--- config.mk ---
export PLATFORM = sky130hd
export DESIGN_NAME = irq_resp_seq
export DESIGN_NICKNAME = d
export VERILOG_FILES = /design/src/rtl/irs_pkg.sv /design/src/rtl/irs_cfg_regs.sv /design/src/rtl/irs_fsm.sv /design/src/rtl/irs_mem_port.sv /design/src/rtl/irq_resp_seq.sv
export SDC_FILE = /design/constraint.sdc
export NUM_CORES = 1
export LEC_CHECK = 0
export ABC_AREA = 1
export BUFFER_PORTS_ARGS = -buffer_cell sky130_fd_sc_hd__buf_2
export CELL_PAD_IN_SITES_DETAIL_PLACEMENT = 1
export CELL_PAD_IN_SITES_GLOBAL_PLACEMENT = 2
export CORE_MARGIN = 3
export CORE_UTILIZATION = 28
export CTS_CLUSTER_DIAMETER = 200
export DETAILED_ROUTE_END_ITERATION = 16
export GPL_TIMING_DRIVEN = 0
export HOLD_SLACK_MARGIN = 0.06
export PLACE_DENSITY_LB_ADDON = 0.1
export SYNTH_ARGS = -nofsm -noshare
export SYNTH_HDL_FRONTEND = slang
export SYNTH_HIERARCHICAL = 1
export SYNTH_SLANG_ARGS = --single-unit
--- constraint.sdc ---
create_clock -name clk -period 2.4 [get_ports clk]
set_clock_uncertainty 0.05 [all_clocks]
set_input_delay 0.48 -clock clk [delete_from_list [all_inputs] [get_ports clk]]
set_output_delay 0.48 -clock clk [all_outputs]
set_load 0.005 [all_outputs]
--- src/rtl/irs_pkg.sv ---
package irs_pkg;

    typedef enum logic [3:0] {
        ST_IDLE,
        ST_HALTED,
        ST_ACK,
        ST_OPOUT,
        ST_PUSH_HI,
        ST_PUSH_LO,
        ST_VEC_LO,
        ST_VEC_HI,
        ST_JUMP
    } irs_state_t;

    localparam logic [2:0] CMD_DI   = 3'd0;
    localparam logic [2:0] CMD_EI   = 3'd1;
    localparam logic [2:0] CMD_MODE = 3'd2;
    localparam logic [2:0] CMD_PAGE = 3'd3;
    localparam logic [2:0] CMD_HALT = 3'd4;

endpackage

--- src/rtl/irs_cfg_regs.sv ---
module irs_cfg_regs
    import irs_pkg::*;
#(
    parameter int DATA_W = 8
) (
    input  logic              clk,
    input  logic              rst_n,
    input  logic              cmd_valid,
    input  logic [2:0]        cmd_code,
    input  logic [DATA_W-1:0] cmd_arg,
    input  logic              idle,
    input  logic              take,
    output logic              ie,
    output logic [1:0]        mode,
    output logic [DATA_W-1:0] page,
    output logic              halt_go
);

    logic apply;
    assign apply   = cmd_valid && idle && !take;
    assign halt_go = apply && (cmd_code == CMD_HALT);

    always_ff @(posedge clk) begin
        if (!rst_n) begin
            ie   <= 1'b0;
            mode <= 2'd0;
            page <= '0;
        end else if (take) begin
            ie <= 1'b0;
        end else if (apply) begin
            case (cmd_code)
                CMD_DI:   ie   <= 1'b0;
                CMD_EI:   ie   <= 1'b1;
                CMD_MODE: mode <= cmd_arg[1:0];
                CMD_PAGE: page <= cmd_arg;
                default:  ;
            endcase
        end
    end


    take_clears_ie_chk: assert property (@(posedge clk) disable iff (!rst_n)
        take |=> !ie);


    ei_sets_flag_chk: assert property (@(posedge clk) disable iff (!rst_n)
        (apply && cmd_code == CMD_EI) |=> ie);

endmodule

--- src/rtl/irs_fsm.sv ---
module irs_fsm
    import irs_pkg::*;
#(
    parameter int              DATA_W      = 8,
    parameter int              ADDR_W      = 2 * DATA_W,
    parameter logic [ADDR_W-1:0] RESTART_VEC = 16'h0038
) (
    input  logic              clk,
    input  logic              rst_n,
    input  logic              insn_done,
    input  logic              int_req,
    input  logic              ie_i,
    input  logic [1:0]        mode,
    input  logic [DATA_W-1:0] page,
    input  logic              halt_go,
    input  logic [ADDR_W-1:0] cur_pc,
    input  logic [ADDR_W-1:0] cur_sp,
    input  logic [DATA_W-1:0] dev_data,
    input  logic [DATA_W-1:0] mem_rdata,
    output irs_state_t        st,
    output logic              take,
    output logic [ADDR_W-1:0] pc_q,
    output logic [ADDR_W-1:0] sp_q,
    output logic [ADDR_W-1:0] ptr_q,
    output logic              inta,
    output logic              op_valid,
    output logic [DATA_W-1:0] op_byte,
    output logic              jump_valid,
    output logic [ADDR_W-1:0] jump_pc,
    output logic [ADDR_W-1:0] sp_out
);

    irs_state_t        nxt;
    logic [ADDR_W-1:0] tgt_q;
    logic [DATA_W-1:0] byte_q;
    logic              is_rst;
    logic              table_mode;

    assign table_mode = mode[1];
    assign is_rst     = (dev_data[7:6] == 2'b11) && (dev_data[2:0] == 3'b111);
    assign take       = ie_i && int_req &&
                        (((st == ST_IDLE) && insn_done) || (st == ST_HALTED));

    always_ff @(posedge clk) begin
        if (!rst_n) st <= ST_IDLE;
        else        st <= nxt;
    end

    always_comb begin
        nxt = st;
        unique case (st)
            ST_IDLE: begin
                if (take)         nxt = (mode == 2'd1) ? ST_PUSH_HI : ST_ACK;
                else if (halt_go) nxt = ST_HALTED;
            end
            ST_HALTED:  if (take) nxt = (mode == 2'd1) ? ST_PUSH_HI : ST_ACK;
            ST_ACK:     nxt = (table_mode || is_rst) ? ST_PUSH_HI : ST_OPOUT;
            ST_OPOUT:   nxt = ST_IDLE;
            ST_PUSH_HI: nxt = ST_PUSH_LO;
            ST_PUSH_LO: nxt = table_mode ? ST_VEC_LO : ST_JUMP;
            ST_VEC_LO:  nxt = ST_VEC_HI;
            ST_VEC_HI:  nxt = ST_JUMP;
            ST_JUMP:    nxt = ST_IDLE;
            default:    nxt = ST_IDLE;
        endcase
    end

    always_ff @(posedge clk) begin
        if (!rst_n) begin
            pc_q   <= '0;
            sp_q   <= '0;
            ptr_q  <= '0;
            tgt_q  <= '0;
            byte_q <= '0;
        end else begin
            if (take) begin
                pc_q  <= cur_pc;
                sp_q  <= cur_sp;
                tgt_q <= RESTART_VEC;
            end
            if (st == ST_ACK) begin
                byte_q <= dev_data;
                ptr_q  <= {page, dev_data};
                if (!table_mode)
                    tgt_q <= {{(ADDR_W-6){1'b0}}, dev_data[5:3], 3'b000};
            end
            if (st == ST_VEC_LO) tgt_q[DATA_W-1:0]      <= mem_rdata;
            if (st == ST_VEC_HI) tgt_q[ADDR_W-1:DATA_W] <= mem_rdata;
        end
    end

    always_comb begin
        inta       = (st == ST_ACK);
        op_valid   = (st == ST_OPOUT);
        op_byte    = byte_q;
        jump_valid = (st == ST_JUMP);
        jump_pc    = tgt_q;
        sp_out     = sp_q - ADDR_W'(2);
    end


    halt_hold_chk: assert property (@(posedge clk) disable iff (!rst_n)
        (st == ST_HALTED && !(ie_i && int_req)) |=> st == ST_HALTED);


    masked_idle_chk: assert property (@(posedge clk) disable iff (!rst_n)
        (st == ST_IDLE && !ie_i) |=> (st == ST_IDLE || st == ST_HALTED));


    boundary_only_chk: assert property (@(posedge clk) disable iff (!rst_n)
        (st == ST_IDLE && !insn_done) |=> (st == ST_IDLE || st == ST_HALTED));

endmodule

--- src/rtl/irs_mem_port.sv ---
module irs_mem_port
    import irs_pkg::*;
#(
    parameter int DATA_W = 8,
    parameter int ADDR_W = 2 * DATA_W
) (
    input  logic              clk,
    input  logic              rst_n,
    input  irs_state_t        st,
    input  logic [ADDR_W-1:0] pc_q,
    input  logic [ADDR_W-1:0] sp_q,
    input  logic [ADDR_W-1:0] ptr_q,
    output logic              mem_req,
    output logic              mem_we,
    output logic [ADDR_W-1:0] mem_addr,
    output logic [DATA_W-1:0] mem_wdata
);

    always_comb begin
        mem_req   = 1'b0;
        mem_we    = 1'b0;
        mem_addr  = '0;
        mem_wdata = '0;
        unique case (st)
            ST_PUSH_HI: begin
                mem_req   = 1'b1;
                mem_we    = 1'b1;
                mem_addr  = sp_q - ADDR_W'(1);
                mem_wdata = pc_q[ADDR_W-1:DATA_W];
            end
            ST_PUSH_LO: begin
                mem_req   = 1'b1;
                mem_we    = 1'b1;
                mem_addr  = sp_q - ADDR_W'(2);
                mem_wdata = pc_q[DATA_W-1:0];
            end
            ST_VEC_LO: begin
                mem_req  = 1'b1;
                mem_addr = ptr_q;
            end
            ST_VEC_HI: begin
                mem_req  = 1'b1;
                mem_addr = ptr_q + ADDR_W'(1);
            end
            default: ;
        endcase
    end


    push_descend_chk: assert property (@(posedge clk) disable iff (!rst_n)
        (mem_req && mem_we && st == ST_PUSH_HI) |=>
            (mem_req && mem_we && mem_addr == $past(mem_addr) - ADDR_W'(1)));


    table_ascend_chk: assert property (@(posedge clk) disable iff (!rst_n)
        (mem_req && !mem_we && st == ST_VEC_LO) |=>
            (mem_req && !mem_we && mem_addr == $past(mem_addr) + ADDR_W'(1)));

endmodule

--- src/rtl/irq_resp_seq.sv ---
module irq_resp_seq
    import irs_pkg::*;
#(
    parameter int                DATA_W      = 8,
    parameter logic [2*DATA_W-1:0] RESTART_VEC = 16'h0038
) (
    input  logic                  clk,
    input  logic                  rst_n,
    input  logic                  cmd_valid,
    input  logic [2:0]            cmd_code,
    input  logic [DATA_W-1:0]     cmd_arg,
    input  logic                  insn_done,
    input  logic                  int_req,
    input  logic [2*DATA_W-1:0]   cur_pc,
    input  logic [2*DATA_W-1:0]   cur_sp,
    input  logic [DATA_W-1:0]     dev_data,
    output logic                  inta,
    output logic                  mem_req,
    output logic                  mem_we,
    output logic [2*DATA_W-1:0]   mem_addr,
    output logic [DATA_W-1:0]     mem_wdata,
    input  logic [DATA_W-1:0]     mem_rdata,
    output logic                  op_valid,
    output logic [DATA_W-1:0]     op_byte,
    output logic                  jump_valid,
    output logic [2*DATA_W-1:0]   jump_pc,
    output logic [2*DATA_W-1:0]   sp_out,
    output logic                  int_en,
    output logic                  halted
);

    localparam int ADDR_W = 2 * DATA_W;

    irs_state_t        st;
    logic              take, halt_go;
    logic [1:0]        mode;
    logic [DATA_W-1:0] page;
    logic [ADDR_W-1:0] pc_q, sp_q, ptr_q;

    assign halted = (st == ST_HALTED);

    irs_cfg_regs #(.DATA_W(DATA_W)) u_cfg (
        .clk(clk), .rst_n(rst_n), .cmd_valid(cmd_valid), .cmd_code(cmd_code),
        .cmd_arg(cmd_arg), .idle(st == ST_IDLE), .take(take), .ie(int_en),
        .mode(mode), .page(page), .halt_go(halt_go)
    );

    irs_fsm #(.DATA_W(DATA_W), .ADDR_W(ADDR_W), .RESTART_VEC(RESTART_VEC)) u_fsm (
        .clk(clk), .rst_n(rst_n), .insn_done(insn_done), .int_req(int_req),
        .ie_i(int_en), .mode(mode), .page(page), .halt_go(halt_go),
        .cur_pc(cur_pc), .cur_sp(cur_sp), .dev_data(dev_data),
        .mem_rdata(mem_rdata), .st(st), .take(take), .pc_q(pc_q), .sp_q(sp_q),
        .ptr_q(ptr_q), .inta(inta), .op_valid(op_valid), .op_byte(op_byte),
        .jump_valid(jump_valid), .jump_pc(jump_pc), .sp_out(sp_out)
    );

    irs_mem_port #(.DATA_W(DATA_W), .ADDR_W(ADDR_W)) u_mem (
        .clk(clk), .rst_n(rst_n), .st(st), .pc_q(pc_q), .sp_q(sp_q),
        .ptr_q(ptr_q), .mem_req(mem_req), .mem_we(mem_we),
        .mem_addr(mem_addr), .mem_wdata(mem_wdata)
    );


    strobe_excl_chk: assert property (@(posedge clk) disable iff (!rst_n)
        $onehot0({inta, mem_req, op_valid, jump_valid}));


    op_no_mem_chk: assert property (@(posedge clk) disable iff (!rst_n)
        op_valid |=> !mem_req && !jump_valid);

endmodule

==> flow_summary.json <==
{
  "multi_input_area_mm2": 0.00320,
  "setup.worst_path.class": "reg2out",
  "pwr_density_cell_mw_per_mm2": 497,
  "drive_above_1_share": 0.314,
  "maxCapViolations": 0,
  "grt_remaining_overflow": 0,
  "area_growth_pct": 35.2,
  "synth_edf_count": 0,
  "fp.dieH_um": 142,
  "ys_ff_latch": 79,
  "grtUsageTotal": 0.190,
  "synthTopCellsByArea": "dfxtp_1 30%, nand2_1 12%, nor2_1 11%",
  "dpl_cell_area_mm2": 0.00614,
  "fin_tns_setup_ns": 0,
  "cts_buffer_depth": 2,
  "fin_ws_ns": 0.108,
  "grt_pass1_vias": 5808,
  "yosys.area_share.simple": 0.402,
  "portBuffers": 134,
  "synthesis.area_mm2": 0.00519,
  "min_period_ns": 2.29,
  "synth_compound_area_frac": 0.137,
  "die_x_um": 142,
  "reg2reg_from": "u_fsm/st[0]$_SDFFE_PN0P_",
  "synth_top_family_by_area": "simple AND/OR/NAND/NOR gates",
  "setup_viol": 0,
  "n_fill_cell": 2399,
  "yosysTopAreaCellShare": 0.305,
  "yosysMostFrequentCell": "nand2_1",
  "finalMaxSlewViolations": 0,
  "start_util": 0.287,
  "synth-seq-area-share": 0.305,
  "maxSlewHeadroom": 0.636,
  "ys.flop_type": "dfxtp_1",
  "post-route-drc-count": 0,
  "vias": 5805,
  "path_max_fanout": 5,
  "clkTransAtPathRegs_ns": 0.07,
  "max_freq_ghz": 0.436,
  "synth_common_cells": "161 x nand2_1, 146 x nor2_1, 93 x inv_1",
  "cp_data_required_time_ns": 1.87,
  "routed_via_density": 4.75,
  "setup.worst_path.end": "mem_addr[6]",
  "cp.arrival_ns": 1.76,
  "die_area_mm2": 0.0202,
  "cp-start-kind": "flop",
  "clkLatencyLatePin_ns": 0.35,
  "cts_tree": "built",
  "r2r-end": "u_fsm/st[0]$_SDFFE_PN0P_",
  "synth_fp_nets": 882,
  "reg2reg_slack_ns": 0.17,
  "yosysWarningCount": 6,
  "drtIter0Drc": 164,
  "pin_count": 135,
  "cts_root_buf": "clkbuf_16",
  "grt_pass1_wl_mm": 30.5,
  "hold_viol_final": 0,
  "cp-end-kind": "primary output",
  "hold_class": "in2reg",
  "status": "finished clean",
  "core_mm2": 0.0181,
  "cts_buffers": 9,
  "min_period_over_period": 0.955,
  "worstSetupStartpoint": "u_fsm/sp_q[0]$_SDFFE_PN0P_",
  "row_count": 49,
  "clock-sinks": 79,
  "synthArstFlopShare": 0,
  "synth_xor_area_frac": 0.0203,
  "irDropWorstVdd_uv": 339,
  "yosys.area.top_type": "dfxtp_1",
  "ys_types": 39,
  "rsz0062_at_grt": "yes",
  "cts_htree_levels": 3,
  "muxShareOfSynthArea": 0,
  "seqCellArea_mm2": 0.00162,
  "grt_antenna_before_repair": 0,
  "worst-slew-pin-transition_ns": 0.546,
  "drtPass1Iterations": 4,
  "syn_inst": 814,
  "ant_nets": 0,
  "synthAdderAreaFrac": 0.00965,
  "design_area_mm2": 0.00701,
  "routabilityCongestion": 0.819,
  "hpwl_mm": 15.2,
  "final_nets": 1055,
  "leakagePower_nw": 3.25,
  "pre_cts_ws_ns": -0.195,
  "grt_max_degree": 17,
  "routed_wirelength_mm": 19.2,
  "wl_per_cell_um": 15.7,
  "reg2regPathDepth": 15,
  "n_antenna_cell": 0,
  "avgSynthCellArea_um2": 6.37
}
## final cells by class
type | count | area share
Tap cell | 229 | 0.0408
Inverter | 100 | 0.0582
Clock inverter | 7 | 0.0159
Clock buffer | 9 | 0.0321
Multi-Input combinational cell | 603 | 0.456
Sequential cell | 79 | 0.231
Buffer | 32 | 0.0376
Timing Repair Buffer | 162 | 0.128
## metrics by stage
stage	utilization	power (mW)	cells	hold WS, ns
final	0.388	3.49	1221	0.306
after global routing	0.388	3.69	1221	0.321
after CTS	0.368	3.51	1203	0.292
after detailed placement	0.340	1.89	1177	0.418
after global placement	0.340	1.89	1177	0.413
after floorplan	-	1.70	814	0.400
## per-layer routing
layer  global-route usage  routed length, um
met4               0.0475                209
met2                0.321               9230
met1                0.245               8860
met3               0.0444                861
met5                    0                  0
## state kept, by name, summed over array words and instances, names as in the netlist
name           flops
u_fsm/jump_pc     16
u_fsm/pc_q        16
u_fsm/ptr_q       16
u_fsm/sp_q        16
u_cfg/page         8
u_fsm/st           4
u_cfg/mode         2
u_cfg/ie           1
## worst max-delay path, stage by stage, from the launching register on
cell and delay (ns):
dfxtp_2 0.32, buf_4 0.15, inv_4 0.07, ha_4 0.16, inv_6 0.05, nor2_4 0.17, inv_1 0.09, a21oi_2 0.12
o21ai_1 0.07, nand3_1 0.09, buf_2 0.12
## how the worst min path moves through the flow
stage	startpoint	to	slack (ns)	depth (start not counted)
after floorplan	u_cfg/page[0]$_SDFFE_PN0P_	u_cfg/page[0]$_SDFFE_PN0P_	0.40	2
after global placement	u_fsm/pc_q[2]$_SDFFE_PN0P_	u_fsm/pc_q[2]$_SDFFE_PN0P_	0.41	2
after detailed placement	u_cfg/page[6]$_SDFFE_PN0P_	u_cfg/page[6]$_SDFFE_PN0P_	0.42	2
after CTS	cur_pc[9]	u_fsm/pc_q[9]$_SDFFE_PN0P_	0.29	3
after global routing	cur_pc[9]	u_fsm/pc_q[9]$_SDFFE_PN0P_	0.32	3
final	cur_pc[9]	u_fsm/pc_q[9]$_SDFFE_PN0P_	0.31	3
## report_power, final
part | switching [mW] | leakage (nW) | internal, mW | total [mW]
Combinational | 0.320 | 2.44 | 0.235 | 0.555
Sequential | 0.0281 | 0.649 | 1.33 | 1.36
Clock | 0.637 | 0.166 | 0.939 | 1.58
## kinds of logic (layout without fill, tap and decap cells)
logic type	count (synthesis)	in the layout
AO/OA/AOI/OAI	127	127
XOR/XNOR	12	12
adder cells (fa/ha/maj)	4	4
buffers and inverters	134	310
flip-flops	79	79
AND/OR/NAND/NOR	458	460
## repair_timing
item / 4_1_cts / 5_1_grt
setup buffers: 9 / 19
endpoints found under the setup margin: 29 / 23
gates cloned: 1 / 1
pin swaps: 8 / 23
hold buffers: 0 / 0
gates resized for setup: 36 / 68
## cells in the final DEF, fill, tap and decap left out, drive strengths merged, types with 8 or more instances in the layout
cell type and count:
a21oi 41, a22o 8, buf 185, clkbuf 18
dfxtp 79, inv 102, nand2 170, nand3 96
nand3b 9, nand4 9, nor2 166, o21ai 62
xor2 12
Note: power is estimated with default switching activity, not from simulation.
